--- src/rtl/i2c_mstat_pkg.sv ---
package i2c_mstat_pkg;

  localparam int unsigned STAT_W = 8;
  localparam int unsigned SEL_W  = $clog2(STAT_W);

  localparam int unsigned BIT_MST = 7;
  localparam int unsigned BIT_ALD = 6;
  localparam int unsigned BIT_EXC = 5;
  localparam int unsigned BIT_ADM = 4;
  localparam int unsigned BIT_DIR = 3;
  localparam int unsigned BIT_ACK = 2;
  localparam int unsigned BIT_STD = 1;
  localparam int unsigned BIT_SPD = 0;

  localparam int unsigned N_STICKY = 2;
  localparam int unsigned N_LOAD   = 2;

  typedef struct packed {
    logic start_gen;
    logic stop_det;
    logic start_det;
    logic arb_lost;
    logic comm_rel;
  } bus_ev_t;

  // Master ownership: any clear source overrides a start generation
  function automatic logic mst_next(input logic cur, input logic gen, input logic clr);
    if (clr)      return 1'b0;
    else if (gen) return 1'b1;
    else          return cur;
  endfunction

  // Arbitration-lost: a new loss beats a read-triggered clear
  function automatic logic ald_next(input logic cur, input logic lost, input logic rclr);
    if (lost)      return 1'b1;
    else if (rclr) return 1'b0;
    else           return cur;
  endfunction

  // CPU access that consumes the arbitration-lost flag
  function automatic logic rd_clears_ald(input logic stb, input logic bit_acc,
                                         input logic [SEL_W-1:0] sel);
    return stb && (!bit_acc || (sel != SEL_W'(BIT_ALD)));
  endfunction

endpackage

--- src/rtl/i2c_mstat_wake.sv ---
module i2c_mstat_wake (
  input  logic clk,
  input  logic rst_n,
  input  logic if_en,
  input  logic wkup_en,
  input  logic start_det,
  input  logic stop_det,
  output logic hold
);
  logic wkup_q;
  logic frz_q;
  logic wk_fall;
  logic bus_cond;

  assign wk_fall  = wkup_q && !wkup_en;
  assign bus_cond = start_det || stop_det;
  assign hold     = frz_q && !bus_cond;

  always_ff @(posedge clk or negedge rst_n) begin
    if (!rst_n) begin
      wkup_q <= 1'b0;
      frz_q  <= 1'b0;
    end else begin
      wkup_q <= if_en ? wkup_en : 1'b0;
      if (!if_en || bus_cond) frz_q <= 1'b0;
      else if (wk_fall)       frz_q <= 1'b1;
    end
  end
endmodule

--- src/rtl/i2c_mstat_arb.sv ---
module i2c_mstat_arb
  import i2c_mstat_pkg::*;
(
  input  logic    clk,
  input  logic    rst_n,
  input  logic    if_en,
  input  logic    hold,
  input  bus_ev_t ev,
  input  logic    ald_rd_clr,
  output logic    mst,
  output logic    ald
);
  logic mst_clr;
  logic mst_d;
  logic ald_d;

  assign mst_clr = ev.stop_det || ev.arb_lost || ev.comm_rel;

  always_comb begin
    if (!if_en) begin
      mst_d = 1'b0;
      ald_d = 1'b0;
    end else if (hold) begin
      mst_d = mst;
      ald_d = ald;
    end else begin
      mst_d = mst_next(mst, ev.start_gen, mst_clr);
      ald_d = ald_next(ald, ev.arb_lost, ald_rd_clr);
    end
  end

  always_ff @(posedge clk or negedge rst_n) begin
    if (!rst_n) begin
      mst <= 1'b0;
      ald <= 1'b0;
    end else begin
      mst <= mst_d;
      ald <= ald_d;
    end
  end
endmodule

--- src/rtl/i2c_mstat_evflags.sv ---
module i2c_mstat_evflags
  import i2c_mstat_pkg::*;
(
  input  logic                clk,
  input  logic                rst_n,
  input  logic                if_en,
  input  logic                hold,
  input  logic                start_det,
  input  logic                stop_det,
  input  logic [N_STICKY-1:0] sticky_set,
  input  logic [N_LOAD-1:0]   load_upd,
  input  logic [N_LOAD-1:0]   load_val,
  output logic [N_STICKY-1:0] sticky_q,
  output logic [N_LOAD-1:0]   load_q,
  output logic                std_q,
  output logic                spd_q
);
  logic any_cond;
  assign any_cond = start_det || stop_det;

  // Flags set by a pulse and cleared by either bus condition
  for (genvar k = 0; k < N_STICKY; k++) begin : g_sticky
    logic d;
    always_comb begin
      if (!if_en)              d = 1'b0;
      else if (hold)           d = sticky_q[k];
      else if (sticky_set[k])  d = 1'b1;
      else if (any_cond)       d = 1'b0;
      else                     d = sticky_q[k];
    end
    always_ff @(posedge clk or negedge rst_n) begin
      if (!rst_n) sticky_q[k] <= 1'b0;
      else        sticky_q[k] <= d;
    end
  end

  // Flags loaded from a value, cleared by a stop condition
  for (genvar k = 0; k < N_LOAD; k++) begin : g_load
    logic d;
    always_comb begin
      if (!if_en)           d = 1'b0;
      else if (hold)        d = load_q[k];
      else if (load_upd[k]) d = load_val[k];
      else if (stop_det)    d = 1'b0;
      else                  d = load_q[k];
    end
    always_ff @(posedge clk or negedge rst_n) begin
      if (!rst_n) load_q[k] <= 1'b0;
      else        load_q[k] <= d;
    end
  end

  // Start/stop seen: mutually exclusive, stop dominant
  logic std_d, spd_d;
  always_comb begin
    std_d = std_q;
    spd_d = spd_q;
    if (!if_en) begin
      std_d = 1'b0;
      spd_d = 1'b0;
    end else if (!hold) begin
      if (stop_det) begin
        std_d = 1'b0;
        spd_d = 1'b1;
      end else if (start_det) begin
        std_d = 1'b1;
        spd_d = 1'b0;
      end
    end
  end

  always_ff @(posedge clk or negedge rst_n) begin
    if (!rst_n) begin
      std_q <= 1'b0;
      spd_q <= 1'b0;
    end else begin
      std_q <= std_d;
      spd_q <= spd_d;
    end
  end
endmodule

--- src/rtl/i2c_mstat_reg.sv ---
module i2c_mstat_reg
  import i2c_mstat_pkg::*;
(
  input  logic              clk,
  input  logic              rst_n,
  input  logic              if_en,
  input  logic              wkup_en,
  input  logic              start_gen,
  input  logic              stop_det,
  input  logic              start_det,
  input  logic              arb_lost,
  input  logic              comm_rel,
  input  logic              ext_code,
  input  logic              addr_match,
  input  logic              dir_upd,
  input  logic              dir_tx,
  input  logic              ack_upd,
  input  logic              ack_val,
  input  logic              rd_stb,
  input  logic              rd_bit,
  input  logic [SEL_W-1:0]  rd_sel,
  output logic [STAT_W-1:0] stat
);
  bus_ev_t             ev;
  logic                hold_w;
  logic                ald_rd_clr_w;
  logic                mst_w, ald_w, std_w, spd_w;
  logic [N_STICKY-1:0] sticky_w;
  logic [N_LOAD-1:0]   load_w;

  assign ev = '{start_gen: start_gen, stop_det: stop_det, start_det: start_det,
                arb_lost: arb_lost, comm_rel: comm_rel};

  assign ald_rd_clr_w = rd_clears_ald(rd_stb, rd_bit, rd_sel);

  i2c_mstat_wake u_wake (
    .clk(clk), .rst_n(rst_n), .if_en(if_en), .wkup_en(wkup_en),
    .start_det(start_det), .stop_det(stop_det), .hold(hold_w)
  );

  i2c_mstat_arb u_arb (
    .clk(clk), .rst_n(rst_n), .if_en(if_en), .hold(hold_w), .ev(ev),
    .ald_rd_clr(ald_rd_clr_w), .mst(mst_w), .ald(ald_w)
  );

  i2c_mstat_evflags u_flags (
    .clk(clk), .rst_n(rst_n), .if_en(if_en), .hold(hold_w),
    .start_det(start_det), .stop_det(stop_det),
    .sticky_set({ext_code, addr_match}),
    .load_upd({dir_upd, ack_upd}),
    .load_val({dir_tx, ack_val}),
    .sticky_q(sticky_w), .load_q(load_w),
    .std_q(std_w), .spd_q(spd_w)
  );

  always_comb begin
    stat          = '0;
    stat[BIT_MST] = mst_w;
    stat[BIT_ALD] = ald_w;
    stat[BIT_EXC] = sticky_w[1];
    stat[BIT_ADM] = sticky_w[0];
    stat[BIT_DIR] = load_w[1];
    stat[BIT_ACK] = load_w[0];
    stat[BIT_STD] = std_w;
    stat[BIT_SPD] = spd_w;
  end
endmodule

--- config.mk ---
export PLATFORM = sky130hd
export DESIGN_NAME = i2c_mstat_reg
export DESIGN_NICKNAME = d
export VERILOG_FILES = /design/src/rtl/i2c_mstat_pkg.sv /design/src/rtl/i2c_mstat_wake.sv /design/src/rtl/i2c_mstat_arb.sv /design/src/rtl/i2c_mstat_evflags.sv /design/src/rtl/i2c_mstat_reg.sv
export SDC_FILE = /design/constraint.sdc
export NUM_CORES = 1
export LEC_CHECK = 0
export BUFFER_PORTS_ARGS = -buffer_cell sky130_fd_sc_hd__buf_2
export CORE_MARGIN = 5
export CORE_UTILIZATION = 35
export CTS_CLUSTER_DIAMETER = 40
export DETAILED_ROUTE_END_ITERATION = 7
export HOLD_SLACK_MARGIN = 0.05
export PLACE_DENSITY = 0.68
export SYNTH_ARGS = -nofsm -noshare
export SYNTH_HDL_FRONTEND = slang
export SYNTH_SLANG_ARGS = --single-unit
export TNS_END_PERCENT = 30
--- constraint.sdc ---
create_clock -name clk -period 1.2 [get_ports clk]
set_clock_uncertainty 0.2 [all_clocks]
set_input_delay 0.18 -clock clk [delete_from_list [all_inputs] [get_ports clk]]
set_output_delay 0.18 -clock clk [all_outputs]
set_load 0.005 [all_outputs]
==> results of run 1 <==
-- kinds of logic after synthesis --
| family | after synthesis | synth area share, % |
|---|---|---|
| and+or+nand+nor | 22 | 26.7 |
| DFF | 10 | 49.4 |
| AOI/OAI and AO/OA | 8 | 10.4 |
| buffers and inverters | 7 | 9.63 |
| muxes | 2 | 3.95 |
-- flip-flops by register name, summed over array words and instances, names as in the netlist --
| register | count |
|---|---|
| u_wake.frz_q | 1 |
| u_flags.sticky_q | 2 |
| u_wake.wkup_q | 1 |
| u_flags.load_q | 2 |
| u_flags.std_q | 1 |
| u_arb.ald | 1 |
| u_arb.mst | 1 |
| u_flags.spd_q | 1 |
-- worst paths after layout --
check,start,endpoint,cells past startpoint
min in group asynchronous,rst_n,u_flags.load_q[1]$_DFFE_PN0P_,2
setup reg to reg,u_wake.frz_q$_DFFE_PN0P_,u_flags.sticky_q[1]$_DFFE_PN0P_,3
setup / recovery,u_wake.frz_q$_DFFE_PN0P_,u_flags.sticky_q[1]$_DFFE_PN0P_,3
max in group asynchronous,rst_n,u_flags.sticky_q[1]$_DFFE_PN0P_,2
hold reg to reg,u_flags.std_q$_DFFE_PN0P_,u_flags.std_q$_DFFE_PN0P_,2
hold / removal,comm_rel,u_arb.mst$_DFFE_PN0P_,3
-- worst min-delay path, cell delays in order --
cell	delay, ns
buf_2	0.07
or3_1	0.09
a21oi_1	0.06
-- metrics by stage --
stage	instances	util, %	total power, mW
after detailed placement	92	49.8	0.479
after global placement	92	49.8	0.476
after CTS	108	62.0	0.814
after floorplan	49	-	0.420
after global routing	108	64.3	0.862
final	108	64.3	0.813
-- layer usage --
metal | track usage [%] | up-vias | part of all wire [%]
li1 | - | 248 | -
met1 | 15.6 | 228 | 40
met2 | 21.9 | 17 | 52
met3 | 3.76 | 0 | 8.1
met4 | 4.84 | 0 | 0
met5 | 0 | - | 0
-- placed cells by master (no fill, tap or decap), drive strengths merged --
cell and n:
or3 1, nand2 7, buf 34, or3b 1, o21a 1, a311o 1, a21oi 4, nor2b 4
nand4b 1, dlygate4sd3 11, dfrtp 10, nor3 1, nand4bb 1, nor2 4, nand2b 1, a22oi 2
mux2i 2, clkbuf 4, and2 1, inv 2
-- cell type report --
class | instances | area [µm²]
inverter | 2 | 7.51
multi-input combinational | 32 | 239
tap | 15 | 18.8
clock buffer | 4 | 36.3
fill | 123 | 477
timing repair buffer | 45 | 305
sequential | 10 | 250
-- what timing repair did --
action / in CTS / in global routing
setup endpoints to repair: 6 / 8
resized for setup: 3 / 7
setup buffers: 1 / 0
gates cloned: 0 / 0
pin swaps: 3 / 2
endpoints found under the hold margin: 19 / 2
-- power by group --
group	switching [mW]	internal, mW	total (mW)
combinational	0.0566	0.0900	0.147
clock	0.120	0.184	0.304
sequential	0.00932	0.353	0.362
total	0.186	0.627	0.813
==> reports/results.txt, run 1 <==
Failing checks -> negative hold slack, negative setup slack
Initial core utilization -> 38.0%
Slew Limit Fails -> 0
Worst-margin pin slew -> 0.223 ns
First-pass GRT wire length -> 2.06 mm
Min Tclk post-route -> 1.33 ns
Setup crit end kind -> flip-flop
Hold Crit Class -> in2reg
Static leakage -> 0.438 nW
Synth unique cells -> 19
RSZ-0062 raised after global routing -> yes
Final period util -> 111%
Antenna viol nets, final -> 0
Max cap viols -> 0
DP Worst Slack -> -0.108 ns
Most frequent cell after synthesis -> dfrtp_1
Starting DRT DRC Count -> 2
EDFF count, synth -> 0
Fmax -> 0.750 GHz
Via density -> 4.56
Synth Net Count -> 69
H-tree depth -> 1
Crit-path cells -> or3b_4, a22oi_1, nor2b_1
CP max stage cell -> dfrtp_1
Final RePlAce weighted congestion -> 0.656
Final antenna diode count -> 0
Synthesized cell area -> 507 µm²
Core Area -> 0.00133 mm²
Chip Width -> 48.1 µm
Max incr delay on CP -> 0.40 ns
Final setup TNS -> -0.239 ns
Syn Inst Count -> 49
CTS tree -> done
GRT Total Usage -> 13.0%
CTS Hold Bufs -> 11
Ys Warns -> 0
TritonRoute pass-1 iters -> 3
CTS Sinks -> 10
Clock tree root buffer cell -> clkbuf_4
DP Area -> 664 µm²
Hold Slack -> -0.0312 ns
Detailed Place HPWL -> 945 µm
Detailed-route wire length per cell -> 12.4 µm
Crit-path leading delay family -> simple AND/OR/NAND/NOR gates
PortBufs -> 27
Status -> finished with violations
Share of layout cells above drive strength 1 -> 48.4%
Number of I/O pins -> 28
Initial antenna violation count -> 0
# nets final -> 114
Reg2Reg Setup Slack -> -0.13 ns
Register bit total from synthesis -> 10
Required time of the critical path -> 1.15 ns
Power Dens Cells -> 949 mW/mm²
Overflow after GRT -> 0
Die Ht -> 48.1 µm
Residual DRC -> 0
Synth area leaders -> dfrtp_1, buf_4, nand4bb_4
Die ar. -> 0.00231 mm²
Critical path class -> reg2reg
Via count -> 493
TritonCTS Buffers -> 3
Final Setup Violations -> 2
Maximum VDD drop -> 0.000562 V
Ys async rst share -> 100%
Yosys top cell area share -> 49.4%
Clock Pin Slew Worst Setup and Hold Paths -> 0.07 ns
Most frequent cells after synthesis -> dfrtp_1, nand2_1
Area leader, netlist -> dfrtp_1
Clock Tree Buf Depth -> 2
Ys flop type -> dfrtp_1
Site row count -> 13
Critical path launch point type -> flip-flop
Post-Route WL -> 1.34 mm
Crit-path max FO -> 3
Hold Vio Cnt, Final -> 2
Skew-Pair Late Insertion Delay -> 0.26 ns
Largest net degree at the start of global routing -> 11
Final Cell Area -> 857 µm²
Vias in the first global route -> 517
CP Buf/Inv Count -> 0
Relative slew slack -> 85.1%
Final WS setup -> -0.132 ns
Area delta synth->final -> 69.1%
Synthesized area per cell -> 10.3 µm²
Worst Path Arrival -> 1.28 ns
Register area share after synthesis -> 49.4%
No activity file was read; power rests on OpenSTA's default activity.
==> inputs of run 2 (changes only) <==
- ABC_AREA: not set -> 1
- PLACE_DENSITY: 0.68 -> not set
- clock period: 1.2 -> 1.55 ns (I/O delays scaled with it)
==> run 2 against run 1 <==
Against the previous run: the flow now finishes without violations; synthesized area rose by 9.1%; synthesized cell count rose by 27%; non-clock buffer count fell by 9; sequential share of layout area rose by 2.9 points; routed wire length fell by 1.7%; clock power fell by 42%; critical path depth rose by 4; power fell by 31%; via count rose by 6.3%; cell count rose by 3.7%; die area rose by 7.2%; first-iteration DRC count rose to 2.5 times the previous value.
==> reports/results.txt, run 2 <==
Most common cell after layout, fill and taps aside -> buf_2
Final antenna diode count -> 0
Worst Path Arrival -> 1.37 ns
CP max stage cell -> dlygate4sd3_1
Final-layout fill cell count -> 149
Most frequent cells after synthesis -> nand2_1, dfrtp_1, inv_1
Clock Tree Buf Depth -> 2
Most frequent cell after synthesis -> nand2_1
Final Setup Violations -> 0
Register area -> 250 µm²
Synth area leaders -> dfrtp_1, nand2_1, buf_4
Crit-path leading delay family -> buffers and inverters
Static leakage -> 0.460 nW
Crit-path cells -> dlygate4sd3_1, buf_2, nor3_1, nand2_1, nand2_4, nand2_2, o21ai_2
Clock Pin Slew Worst Setup and Hold Paths -> 0.07 ns
Reg power frac -> 50.1%
Register area share after synthesis -> 45.2%
Critical path class -> in2reg
Clock tree root buffer cell -> clkbuf_4
Sw Share -> 25.3%
CTS tree -> done
Crit-path max FO -> 2
Power Dens Cells -> 715 mW/mm²
Die Ht -> 49.8 µm
Commonest cells after routing, fill and taps aside -> buf_2, nand2_1, dfrtp_1
Combinational share of power -> 18.4%
Residual DRC -> 0
Initial antenna violation count -> 0
Antenna viol nets, final -> 0
Fmax -> 0.727 GHz
Relative slew slack -> 84.2%
Required time of the critical path -> 1.54 ns
Largest net degree at the start of global routing -> 11
Footprint of the multi-input gates -> 235 µm²
Max cap viols -> 0
First-pass GRT wire length -> 2.30 mm
Ys Warns -> 0
Share of layout cells above drive strength 1 -> 40.6%
Setup crit end kind -> flip-flop
Cell internal pwr -> 0.416 mW
Final setup TNS -> 0 ns
Worst-margin pin slew -> 0.237 ns
Starting DRT DRC Count -> 5
Maximum VDD drop -> 0.000357 V
Overflow after GRT -> 0
Detailed-route wire length per cell -> 11.8 µm
Largest registers -> u_flags.load_q (2), u_flags.sticky_q (2)
Max incr delay on CP -> 0.53 ns
Min Tclk post-route -> 1.38 ns
Area leader, netlist -> dfrtp_1
Clock power frac -> 31.4%
Hold Crit Class -> in2reg
Skew-Pair Late Insertion Delay -> 0.26 ns
TritonRoute pass-1 iters -> 4
Vias in the first global route -> 531
Detailed Place HPWL -> 955 µm
Switching power -> 0.141 mW
PortBufs -> 27
Hold Slack -> 0.0520 ns
Site row count -> 14
CP Buf/Inv Count -> 2
H-tree depth -> 1
Slew Limit Fails -> 0
Chip Width -> 49.8 µm
EDFF count, synth -> 0
Area delta synth->final -> 41.0%
Hold Vio Cnt, Final -> 0
Synth unique cells -> 18
Post-Route WL -> 1.32 mm
Synth Net Count -> 82
# nets final -> 118
CTS Sinks -> 10
Core Area -> 0.00151 mm²
Synthesized area per cell -> 8.92 µm²
Final RePlAce weighted congestion -> 0.724
GRT Total Usage -> 12.0%
Synthesized cell area -> 553 µm²
TritonCTS Buffers -> 3
Ys flop type -> dfrtp_1
Initial core utilization -> 36.7%
RSZ-0062 raised after global routing -> no
Final period util -> 88.8%
Critical path launch point type -> input port
Number of I/O pins -> 28
Ys async rst share -> 100%
Syn Inst Count -> 62
Via count -> 524
Yosys top cell area share -> 45.2%
Die ar. -> 0.00248 mm²
Register bit total from synthesis -> 10
Via density -> 4.68
Status -> complete, no violations
## run 2: changes by cell type after synthesis, sizes merged, moves of 4 or more
| cell | delta |
|---|---|
| o21ai | +7 |
| nand2 | +14 |
| inv | +5 |
| a21oi | -4 |
| nor2b | -4 |
## run 2: timing repair
item                      CTS  global route
hold endpoints to repair   17             0
setup buffers               0             0
hold buffers                9             0
gates resized for setup     0             0
## run 2: logic make-up after synthesis
kind of cell	after synthesis	synth area share, %
buffers and inverters	12	12.2
flip-flops	10	45.2
AO/OA/AOI/OAI	9	11.1
AND/OR/NAND/NOR	31	31.4
## run 2: path summary, 6_finish.rpt
path                                                     from                               to  slack, ns  cells past startpoint
worst min-delay path                                 arb_lost            u_arb.ald$_DFFE_PN0P_       0.05                      3
worst max register to register       u_wake.frz_q$_DFFE_PN0P_  u_flags.sticky_q[1]$_DFFE_PN0P_       0.49                      3
worst min register to register  u_flags.load_q[0]$_DFFE_PN0P_    u_flags.load_q[0]$_DFFE_PN0P_       0.27                      2
max in group asynchronous                               rst_n        u_flags.spd_q$_DFFE_PN0P_       0.77                      2
worst max-delay path                                 comm_rel            u_arb.mst$_DFFE_PN0P_       0.17                      7
min in group asynchronous                               rst_n  u_flags.sticky_q[1]$_DFFE_PN0P_       0.18                      2
## run 2: power groups by stage
stage          Sequential (mW)  Combinational, mW  Clock [mW]
2_1_floorplan            0.284             0.0465           0
3_3_place_gp             0.285             0.0857           0
3_5_place_dp             0.285             0.0860           0
4_1_cts                  0.280              0.104       0.180
5_1_grt                  0.282              0.116       0.194
6_report                 0.279              0.103       0.175
## run 2: stage by stage
| step | cell area [µm²] | total power [mW] | cells | setup WS (ns) | util (%) |
|---|---|---|---|---|---|
| finish | 779 | 0.557 | 112 | 0.174 | 51.7 |
| global route | 779 | 0.592 | 112 | 0.0897 | 51.7 |
| CTS | 779 | 0.563 | 112 | 0.170 | 51.7 |
| detailed placement | 667 | 0.371 | 100 | 0.267 | 44.3 |
| global placement | 667 | 0.370 | 100 | 0.309 | 44.3 |
| floorplan | 553 | 0.331 | 62 | 0.473 | - |
## run 2: area by class of cell
class                           count  share of cell area (%)
Multi-Input combinational cell     40                    30.2
Sequential cell                    10                    32.1
Timing Repair Buffer               36                    28.9
Clock buffer                        3                    2.89
Inverter                            7                    3.37
Tap cell                           16                    2.57
## run 2: worst min-delay path: stages
cell and delay, ns:
buf_2 0.10, nand3_1 0.08, nand2_1 0.07
## run 2: routing by layer
layer,vias up,track usage [%],wire length (µm),share of wire (%)
met3,4,3.61,124,9.4
met4,0,10.5,42,3.2
met2,22,18.6,621,47
li1,263,-,-,-
met5,-,0,0,0
met1,235,13.0,529,40
==> inputs of run 3 (changes only) <==
- CELL_PAD_IN_SITES_DETAIL_PLACEMENT: not set -> 1
- CELL_PAD_IN_SITES_GLOBAL_PLACEMENT: not set -> 1
- CORE_UTILIZATION: 35 -> 32
- PLACE_DENSITY_LB_ADDON: not set -> 0.1
==> run 3 against run 2 <==
Against the previous run: critical path depth did not move; largest power group unchanged; non-clock buffer count is the same; global-route usage up 0.58 points; combinational power about the same; routed wire length is 4.0% higher; power down 0.50%; cell area up 0.80%; worst setup slack got worse by 0.049 ns; clock power shrank 3%; clock-buffer cell count is the same; sequential share of layout area down 0.26 points.
==> reports/results.txt, run 3 (synthesis results as in run 2) <==
Status -> complete, no violations
Die Ht -> 51.6 µm
Worst Path Arrival -> 1.42 ns
Maximum VDD drop -> 0.000478 V
Initial core utilization -> 32.7%
Setup Fix Bufs, Post-CTS -> 0
Clock tree root buffer cell -> clkbuf_4
Overall power -> 0.554 mW
Max cap viols -> 0
Relative slew slack -> 84.6%
Crit-path max FO -> 3
First-pass GRT wire length -> 2.39 mm
Crit-path cells -> dlygate4sd3_1, buf_2, nor3_2, nand2_1, nand2_4, nand2_2, o21ai_2
Skew-Pair Late Insertion Delay -> 0.26 ns
Post-Route WL -> 1.37 mm
Worst setup endpoint -> u_arb.mst$_DFFE_PN0P_
Largest registers -> u_flags.load_q (2), u_flags.sticky_q (2)
CTS Sinks -> 10
TritonRoute pass-1 iters -> 4
Max incr delay on CP -> 0.55 ns
Vias in the first global route -> 539
Setup crit end kind -> flip-flop
Largest net degree at the start of global routing -> 11
Via count -> 519
Final Cell Area -> 786 µm²
Reg2reg end -> u_flags.sticky_q[1]$_DFFE_PN0P_
DP Area -> 668 µm²
Detailed Place HPWL -> 1.04 mm
Min Tclk post-route -> 1.43 ns
Final period util -> 91.9%
Power Dens Cells -> 706 mW/mm²
GRT Total Usage -> 12.6%
Commonest cells after routing, fill and taps aside -> buf_2, nand2_1, dfrtp_1
CTS tree -> done
Crit path from -> arb_lost
Reg2Reg Depth -> 3
Overflow after GRT -> 0
Worst-margin pin slew -> 0.232 ns
Final setup TNS -> 0 ns
Final-layout fill cell count -> 208
Most common cell after layout, fill and taps aside -> buf_2
Area delta synth->final -> 42.1%
Antenna viol nets, final -> 0
Reg2Reg Setup Slack -> 0.49 ns
WP depth -> 7
Residual DRC -> 0
Via density -> 4.59
TritonCTS Buffers -> 3
Detailed-route wire length per cell -> 12.1 µm
PortBufs -> 27
Site row count -> 15
Core Area -> 0.00169 mm²
Initial antenna violation count -> 0
Final antenna diode count -> 0
Final Setup Violations -> 0
Clock Tree Buf Depth -> 2
CP max stage cell -> dlygate4sd3_1
RSZ-0062 raised after global routing -> no
Hold Vio Cnt, Final -> 0
Required time of the critical path -> 1.54 ns
Die ar. -> 0.00266 mm²
Share of layout cells above drive strength 1 -> 41.7%
Clock Pin Slew Worst Setup and Hold Paths -> 0.06 ns
Critical path class -> in2reg
Worst reg2reg path startpoint -> u_wake.frz_q$_DFFE_PN0P_
# nets final -> 118
Slew Limit Fails -> 0
Starting DRT DRC Count -> 10
Number of I/O pins -> 28
Final RePlAce weighted congestion -> 0.695
Hold Crit Class -> in2reg
Crit-path leading delay family -> buffers and inverters
CP Buf/Inv Count -> 2
H-tree depth -> 1
Chip Width -> 51.6 µm
Critical path launch point type -> input port
Fmax -> 0.702 GHz
Static leakage -> 0.461 nW
run 3: worst reg2reg max path: stages, from the launching register on:
cell and delay, ns:
dfrtp_1 0.42, nand2_4 0.15, nand2_1 0.09, o21ai_1 0.12
run 3: power by group:
| group | leakage [nW] | internal (mW) | switching [mW] |
|---|---|---|---|
| clock network | 0.0138 | 0.0893 | 0.0811 |
| logic | 0.315 | 0.0537 | 0.0507 |
| registers | 0.132 | 0.273 | 0.00613 |
run 3: per-layer routing:
metal	up-vias	global-route usage (%)	routed length [µm]
met2	17	20.6	679
met1	236	14.5	590
met4	0	3.93	7
met5	-	0	0
met3	2	6.02	93
li1	264	-	-
run 3: final cells by class:
cell class | count | area (µm²) | share of cell area [%]
inverters | 7 | 26.3 | 3.34
well taps | 17 | 21.3 | 2.71
multi-input cells | 40 | 240 | 30.6
clock buffers | 3 | 22.5 | 2.87
repair buffers | 36 | 225 | 28.7
flip-flops and latches | 10 | 250 | 31.8
run 3: repair_timing:
item,CTS,global route
resized for setup,0,1
hold endpoints to repair,17,0
hold buffers,9,0
setup endpoints to repair,0,1
run 3: how the worst min path moves through the flow:
| stage | startpoint | to | slack, ns | cells past startpoint |
|---|---|---|---|---|
| final | comm_rel | u_arb.mst$_DFFE_PN0P_ | 0.05 | 4 |
| after CTS | comm_rel | u_arb.mst$_DFFE_PN0P_ | 0.06 | 4 |
| after global routing | comm_rel | u_arb.mst$_DFFE_PN0P_ | 0.06 | 4 |
| after global placement | rst_n | u_arb.ald$_DFFE_PN0P_ | -0.09 | 1 |
| after floorplan | rst_n | u_arb.ald$_DFFE_PN0P_ | -0.26 | 0 |
| after detailed placement | rst_n | u_arb.ald$_DFFE_PN0P_ | -0.09 | 1 |
run 3: through the flow:
step                setup slack, ns  hold slack, ns  cells  utilization (%)
CTS                          0.0714          0.0561    113             46.2
detailed placement            0.255         -0.0895    101             39.6
finish                        0.125          0.0500    113             46.5
global route                 0.0599          0.0639    113             46.5
floorplan                     0.473          -0.263     62                -
global placement              0.276         -0.0908    101             39.6
